[src/rtl/gpio_bank_pkg.sv]
package gpio_bank_pkg;
  localparam int unsigned HALF_W = 16;
  localparam int unsigned PIN_W  = 2 * HALF_W;
  localparam int unsigned ADDR_W = 12;

  // Offsets are part of the software contract and stay fixed.
  localparam logic [ADDR_W-1:0] OFS_UPD_LO = 12'h000;
  localparam logic [ADDR_W-1:0] OFS_UPD_HI = 12'h004;
  localparam logic [ADDR_W-1:0] OFS_LEVEL  = 12'h060;
  localparam logic [ADDR_W-1:0] OFS_DIR    = 12'h204;
  localparam logic [ADDR_W-1:0] OFS_DRVEN  = 12'h208;

  typedef struct packed {
    logic upd_lo;
    logic upd_hi;
    logic dir;
    logic drven;
  } wr_sel_t;
endpackage

[src/rtl/gpio_pin_sync.sv]
module gpio_pin_sync #(
  parameter int unsigned WIDTH  = 32,
  parameter int unsigned STAGES = 2
) (
  input  logic             clk,
  input  logic             rst_n,
  input  logic [WIDTH-1:0] pin_i,
  output logic [WIDTH-1:0] sync_o
);
  logic [WIDTH-1:0] chain_q [STAGES];

  genvar s;
  generate
    for (s = 0; s < STAGES; s++) begin : g_stage
      always_ff @(posedge clk or negedge rst_n) begin
        if (!rst_n) chain_q[s] <= '0;
        else if (s == 0) chain_q[s] <= pin_i;
        else chain_q[s] <= chain_q[(s == 0) ? 0 : s-1];
      end
    end
  endgenerate

  assign sync_o = chain_q[STAGES-1];

  // Warm-up counter so the latency check never looks past reset.
  logic [1:0] warm_q;
  always_ff @(posedge clk or negedge rst_n) begin
    if (!rst_n) warm_q <= '0;
    else if (warm_q != 2'd3) warm_q <= warm_q + 2'd1;
  end

  generate
    if (STAGES == 2) begin : g_chk
      p_sync_latency_r7: assert property (@(posedge clk) disable iff (!rst_n)
        (warm_q >= 2'd2) |-> (sync_o == $past(pin_i, 2)))
        else $error("R7: synchronizer latency is not two cycles");
    end
  endgenerate
endmodule

[src/rtl/gpio_out_regs.sv]
module gpio_out_regs
  import gpio_bank_pkg::*;
(
  input  logic             clk,
  input  logic             rst_n,
  input  wr_sel_t          sel,
  input  logic [PIN_W-1:0] wdata,
  output logic [PIN_W-1:0] dir_q,
  output logic [PIN_W-1:0] drven_q,
  output logic [PIN_W-1:0] val_q
);
  logic [HALF_W-1:0] prot, fresh;
  assign prot  = wdata[PIN_W-1:HALF_W];
  assign fresh = wdata[HALF_W-1:0];

  always_ff @(posedge clk or negedge rst_n) begin
    if (!rst_n) begin
      dir_q   <= '0;
      drven_q <= '0;
    end else begin
      if (sel.dir)   dir_q   <= wdata;
      if (sel.drven) drven_q <= drven_q ^ (drven_q ^ wdata);
    end
  end

  // One masked-update slice per half; slice h answers to its own strobe.
  genvar h;
  generate
    for (h = 0; h < 2; h++) begin : g_half
      logic hit;
      assign hit = (h == 0) ? sel.upd_lo : sel.upd_hi;
      always_ff @(posedge clk or negedge rst_n) begin
        if (!rst_n) val_q[h*HALF_W +: HALF_W] <= '0;
        else if (hit)
          val_q[h*HALF_W +: HALF_W] <= (prot & val_q[h*HALF_W +: HALF_W]) | (~prot & fresh);
      end
    end
  endgenerate

  p_lo_load_r2: assert property (@(posedge clk) disable iff (!rst_n)
    sel.upd_lo |=> ((val_q[HALF_W-1:0] & ~$past(prot)) == ($past(fresh) & ~$past(prot))))
    else $error("R2: unmasked low bits not loaded");
  p_lo_hold_r4: assert property (@(posedge clk) disable iff (!rst_n)
    sel.upd_lo |=> ((val_q[HALF_W-1:0] & $past(prot)) == ($past(val_q[HALF_W-1:0]) & $past(prot))))
    else $error("R4: masked low bits changed");
  p_hi_load_r3: assert property (@(posedge clk) disable iff (!rst_n)
    sel.upd_hi |=> ((val_q[PIN_W-1:HALF_W] & ~$past(prot)) == ($past(fresh) & ~$past(prot))))
    else $error("R3: unmasked high bits not loaded");
  p_hi_isolated_r3: assert property (@(posedge clk) disable iff (!rst_n)
    sel.upd_hi |=> $stable(val_q[HALF_W-1:0]))
    else $error("R3: high update disturbed low half");
  p_idle_stable_r8: assert property (@(posedge clk) disable iff (!rst_n)
    (sel == '0) |=> ($stable(val_q) && $stable(dir_q) && $stable(drven_q)))
    else $error("R8: register changed without a decoded write");
endmodule

[src/rtl/gpio_read_mux.sv]
module gpio_read_mux
  import gpio_bank_pkg::*;
(
  input  logic              clk,
  input  logic              rst_n,
  input  logic [ADDR_W-1:0] addr,
  input  logic [PIN_W-1:0]  level,
  input  logic [PIN_W-1:0]  dir,
  input  logic [PIN_W-1:0]  drven,
  output logic [PIN_W-1:0]  rdata
);
  always_comb begin
    unique case (addr)
      OFS_LEVEL: rdata = level;
      OFS_DIR:   rdata = dir;
      OFS_DRVEN: rdata = drven;
      default:   rdata = '0;
    endcase
  end

  p_wo_reads_zero_r8: assert property (@(posedge clk) disable iff (!rst_n)
    ((addr == OFS_UPD_LO) || (addr == OFS_UPD_HI)) |-> (rdata == '0))
    else $error("R8: write-only offset returned data");
endmodule

[src/rtl/gpio_mask_bank.sv]
module gpio_mask_bank
  import gpio_bank_pkg::*;
(
  input  logic              clk,
  input  logic              rst_n,
  input  logic [ADDR_W-1:0] bus_addr,
  input  logic              bus_we,
  input  logic [PIN_W-1:0]  bus_wdata,
  output logic [PIN_W-1:0]  bus_rdata,
  input  logic [PIN_W-1:0]  pad_in,
  output logic [PIN_W-1:0]  pad_out,
  output logic [PIN_W-1:0]  pad_oe
);
  wr_sel_t          sel;
  logic [PIN_W-1:0] dir_q, drven_q, val_q, level;

  always_comb begin
    sel        = '0;
    sel.upd_lo = bus_we && (bus_addr == OFS_UPD_LO);
    sel.upd_hi = bus_we && (bus_addr == OFS_UPD_HI);
    sel.dir    = bus_we && (bus_addr == OFS_DIR);
    sel.drven  = bus_we && (bus_addr == OFS_DRVEN);
  end

  gpio_out_regs u_regs (
    .clk(clk), .rst_n(rst_n), .sel(sel), .wdata(bus_wdata),
    .dir_q(dir_q), .drven_q(drven_q), .val_q(val_q)
  );

  gpio_pin_sync #(.WIDTH(PIN_W), .STAGES(2)) u_sync (
    .clk(clk), .rst_n(rst_n), .pin_i(pad_in), .sync_o(level)
  );

  gpio_read_mux u_rd (
    .clk(clk), .rst_n(rst_n), .addr(bus_addr), .level(level),
    .dir(dir_q), .drven(drven_q), .rdata(bus_rdata)
  );

  assign pad_out = val_q;
  assign pad_oe  = dir_q & drven_q;

  p_drive_needs_dir_r6: assert property (@(posedge clk) disable iff (!rst_n)
    (bus_addr == OFS_DIR) |-> ((pad_oe & ~bus_rdata) == '0))
    else $error("R6: pin driven without direction bit");
  p_drive_needs_en_r6: assert property (@(posedge clk) disable iff (!rst_n)
    (bus_addr == OFS_DRVEN) |-> ((pad_oe & ~bus_rdata) == '0))
    else $error("R6: pin driven without enable bit");
  p_reset_quiet_r1: assert property (@(posedge clk) disable iff (!rst_n)
    $rose(rst_n) |-> (pad_oe == '0 && pad_out == '0))
    else $error("R1: outputs not cleared by reset");
endmodule

[config.mk]
export PLATFORM = sky130hd
export DESIGN_NAME = gpio_mask_bank
export DESIGN_NICKNAME = d
export VERILOG_FILES = /design/src/rtl/gpio_bank_pkg.sv /design/src/rtl/gpio_pin_sync.sv /design/src/rtl/gpio_out_regs.sv /design/src/rtl/gpio_read_mux.sv /design/src/rtl/gpio_mask_bank.sv
export SDC_FILE = /design/constraint.sdc
export NUM_CORES = 1
export LEC_CHECK = 0
export BUFFER_PORTS_ARGS = -buffer_cell sky130_fd_sc_hd__buf_2
export CAP_MARGIN = 20
export CORE_MARGIN = 1.5
export CORE_UTILIZATION = 58
export DETAILED_ROUTE_END_ITERATION = 10
export PLACE_DENSITY = 0.83
export SETUP_SLACK_MARGIN = 0.2
export SLEW_MARGIN = 20
export SYNTH_ARGS = -nofsm -noshare
export SYNTH_HDL_FRONTEND = slang
export SYNTH_HIERARCHICAL = 1
export SYNTH_SLANG_ARGS = --single-unit
[constraint.sdc]
create_clock -name clk -period 1.45 [get_ports clk]
set_input_delay 0 -clock clk [delete_from_list [all_inputs] [get_ports clk]]
set_output_delay 0 -clock clk [all_outputs]
set_load 0.1 [all_outputs]
==> results of run 1 <==
-- cells by family after synthesis --
| group | synth area share |
|---|---|
| flops | 0.546 |
| simple gates | 0.150 |
| buf+inv | 0.0829 |
| mux | 0.158 |
| compound gates | 0.0638 |
-- metrics by stage --
stage	setup TNS, ps	area, um2	hold slack, ps	cells
3_5_place_dp	-40470	9630	-73.0	858
3_3_place_gp	-33230	9630	-83.6	858
2_1_floorplan	-17550	8070	-296	535
==> results_dict.tcl, run 1 <==
set metrics [dict create \
    status "stopped before the end" \
    stop_stage "clock tree synthesis (4_1_cts)" \
    error_message "[ERROR DPL-0033] detailed placement checks failed during check placement." \
    cts_resized 157 \
    yosysUniqueCellTypes 28 \
    cts.path.max_buffers 2 \
    synth_edf_count 0 \
    htreeDepth 4 \
    io_buffers 174 \
    synth_seq_area_share 0.546 \
    cts_made_buffers 17 \
    synth_most_common_cell "dfrtp_1" \
    cts_hold_buf 65 \
    die_h_um 115 \
    rows 40 \
    synth.avg_cell_area_um2 13.7 \
    io_pins 175 \
    synth_ff_type "dfrtp_1" \
    synth_top_cell_by_area "dfrtp_1" \
    fp.dieW_um 115 \
    netlist.area_leader.share 0.546 \
    dpl.hpwl_mm 13.5 \
    netlist_top_cells_count "160 x dfrtp_1, 72 x mux2_2, 41 x buf_4" \
    place_ws_ps -462 \
    root_buffer "clkbuf_16" \
    start_util 0.603 \
    cts_sinks 160 \
    gp_congestion 0.830 \
    postCtsSetupBuffers 15 \
    syn-cell-area_um2 7330 \
    ys_ff_latch 160 \
    syn_nets 614 \
    synth.area.top_cells "dfrtp_1 55%, mux2_2 11%, o221ai_2 6.1%" \
    async_flop_share 1.00 \
    syn_inst 535 \
    yosys_warnings 6 \
]
==> run 2: changes to the inputs <==
- CORE_UTILIZATION: 58 -> 40
- PLACE_DENSITY: 0.83 -> not set
- PLACE_DENSITY_LB_ADDON: not set -> 0.15
- SETUP_SLACK_MARGIN: 0.2 -> not set
==> run 2 against run 1 <==
Synthesized cell count unchanged. The flow now finishes, with violations (negative setup slack). Area after synthesis unchanged.
==> results_dict.tcl, run 2 <==
set metrics [dict create \
    status "finished, violations left" \
    violations "negative setup slack" \
    holdWs_ps 32.2 \
    hold_class "in -> async" \
    final-hold-violation-count 0 \
    drv_slew 0 \
    grt_max_degree 55 \
    synth_edf_count 0 \
    fin_crit_sh 1.05 \
    root_buffer "clkbuf_16" \
    rsz0062_at_grt "true" \
    path_cells "buf_6, buf_6, nor4_4, buf_4, nand2b_4, buf_12, o221ai_4, buf_12" \
    synthMuxAreaShare 0.158 \
    synth-simple-area-share 0.150 \
    worstSetupStartpointType "primary input" \
    grtUsageTotal 0.220 \
    tightest_slew_ps 530 \
    clk_pin_slew_worst_paths_ps 70 \
    rows 49 \
    io_buffers 174 \
    relSlewSlack 0.649 \
    top_layer "met4" \
    max-cap-violations 0 \
    io_pins 175 \
    cts.path.max_buffers 2 \
    netlist.area_leader.share 0.546 \
    nNetsFinal 855 \
    synth_top_cell_by_area "dfrtp_1" \
    fp.dieW_um 138 \
    final_cell_mix "160 x dfrtp_1, 129 x buf_2, 84 x mux2_4" \
    crit_family "buffers and inverters" \
    synth_compound_area_frac 0.0638 \
    initialDrtViolationCount 263 \
    worst_ep_arrival_time_ps 1530 \
    core-area_um2 18000 \
    start_util 0.408 \
    critical_path.slowest_cell "nor4_4" \
    peakVddDrop_v 0.000805 \
    path_max_fanout 11 \
    synth_ff_type "dfrtp_1" \
    die_h_um 138 \
    syn_nets 614 \
    cts_tree "yes" \
    worst_slack_ps -79.6 \
    crit_cells 8 \
    synth_seq_area_share 0.546 \
    place_ws_ps -453 \
    wl_met1_mm 9.55 \
    drive_above_1_share 0.528 \
    grt_pass1_vias 5766 \
    max_freq_mhz 654 \
    n_antenna_cell 0 \
    cts_sinks 160 \
    finalSetupViolCount 33 \
    clock_skew_ps 4.54 \
    netlist_top_cells_count "160 x dfrtp_1, 72 x mux2_2, 41 x buf_4" \
    yosys_warnings 6 \
    die_area_um2 19200 \
    final_util 0.622 \
    routed_wl_mm 20.5 \
    antenna_left 0 \
    final.min_clock_period_ps 1530 \
    synth.avg_cell_area_um2 13.7 \
    grt_antenna_before_repair 0 \
    worstRegToRegCells 1 \
    slowest_delay_ps 370 \
    yosysUniqueCellTypes 28 \
    p_leak_nw 5.02 \
    crit_buf_inv 5 \
    wl_met3_um 885 \
    synth-xor-area-share 0 \
    overflow 0 \
    placed_cells 918 \
    gp_congestion 0.816 \
    critPathKind "in -> out" \
    async_flop_share 1.00 \
    drc 0 \
    syn_inst 535 \
    via_per_inst 5.21 \
    crit_required_ps 1450 \
    synth_adder_area_share 0 \
    cts_made_buffers 17 \
    worstSkewPairLatency_ps 420 \
    wl_per_cell_um 20.2 \
    grt_pass1_wl_mm 32.5 \
    synth_top_family_by_area "multiplexers" \
    power_density_nw_per_um2 859 \
    stdcell_count 1017 \
    dpl_cell_area_um2 9420 \
    dr.pass1.iters 4 \
    htreeDepth 4 \
    layout_commonest_cell "dfrtp_1" \
    dpl.hpwl_mm 13.7 \
    worst_setup_path_end_kind "output pin" \
    ys_ff_latch 160 \
    synth.area.top_cells "dfrtp_1 55%, mux2_2 11%, o221ai_2 6.1%" \
    fin_area_um2 11200 \
    synth_most_common_cell "dfrtp_1" \
    route.met2.wl_mm 9.68 \
    syn_to_final_growth_pct 52.4 \
    vias 5296 \
    syn-cell-area_um2 7330 \
]
## run 2: cell counts after synthesis
Identical to the previous run, type by type.
## run 2: report_power, final
group | internal, mW | switching (mW) | total (mW) | leakage, nW
Clock | 2.38 | 1.92 | 4.30 | 0.264
Combinational | 0.346 | 0.348 | 0.694 | 2.67
Sequential | 4.56 | 0.0364 | 4.60 | 2.09
Total | 7.29 | 2.30 | 9.59 | 5.02
## run 2: logic make-up (layout without fill, tap and decap cells)
family / after synthesis / after routing
buf+inv: 101 / 354
compound gates: 32 / 32
mux: 96 / 96
flops: 160 / 160
simple gates: 146 / 146
## run 2: final cells by class
type / count / area (um2)
clock inverters: 14 / 134
multi-input cells: 274 / 3490
fillers: 1317 / 6790
repair buffers: 290 / 2710
flip-flops and latches: 160 / 4000
clock buffers: 17 / 425
well taps: 229 / 287
inverters: 33 / 124
## run 2: worst paths after layout
kind / to / from / slack (ps)
setup / recovery: bus_rdata[0] / bus_addr[10] / -80
hold / removal: async pin / rst_n / 30
setup reg to reg: u_regs/dir_q[30] / u_regs/dir_q[30] / 650
hold reg to reg: u_sync/sync_o[22] / u_sync/chain_q[54] / 350
max in group asynchronous: u_regs/drven_q[13] / rst_n / 720
min in group clk: u_sync/chain_q[45] / pad_in[13] / 220
## run 2: timing repair
action | in CTS | in global routing
hold buffers | 65 | 0
hold endpoints to repair | 288 | 0
setup endpoints to repair | 37 | 52
cloned | 0 | 1
pin swaps | 6 | 19
buffers inserted | 2 | 0
gates resized for setup | 52 | 16
## run 2: through the flow
step | total power, mW | setup TNS [ps]
floorplan | 4.88 | -25470
global placement | 5.19 | -34730
detailed placement | 5.21 | -38940
CTS | 9.69 | -1090
global route | 9.96 | -2920
finish | 9.59 | -1040
## run 2: routing by layer
metal / track usage / vias up
li1: - / 2371
met1: 0.313 / 2718
met2: 0.341 / 175
met3: 0.0430 / 32
met4: 0.0693 / 0
met5: 0 / -
Note: power is estimated with default switching activity, not from simulation.
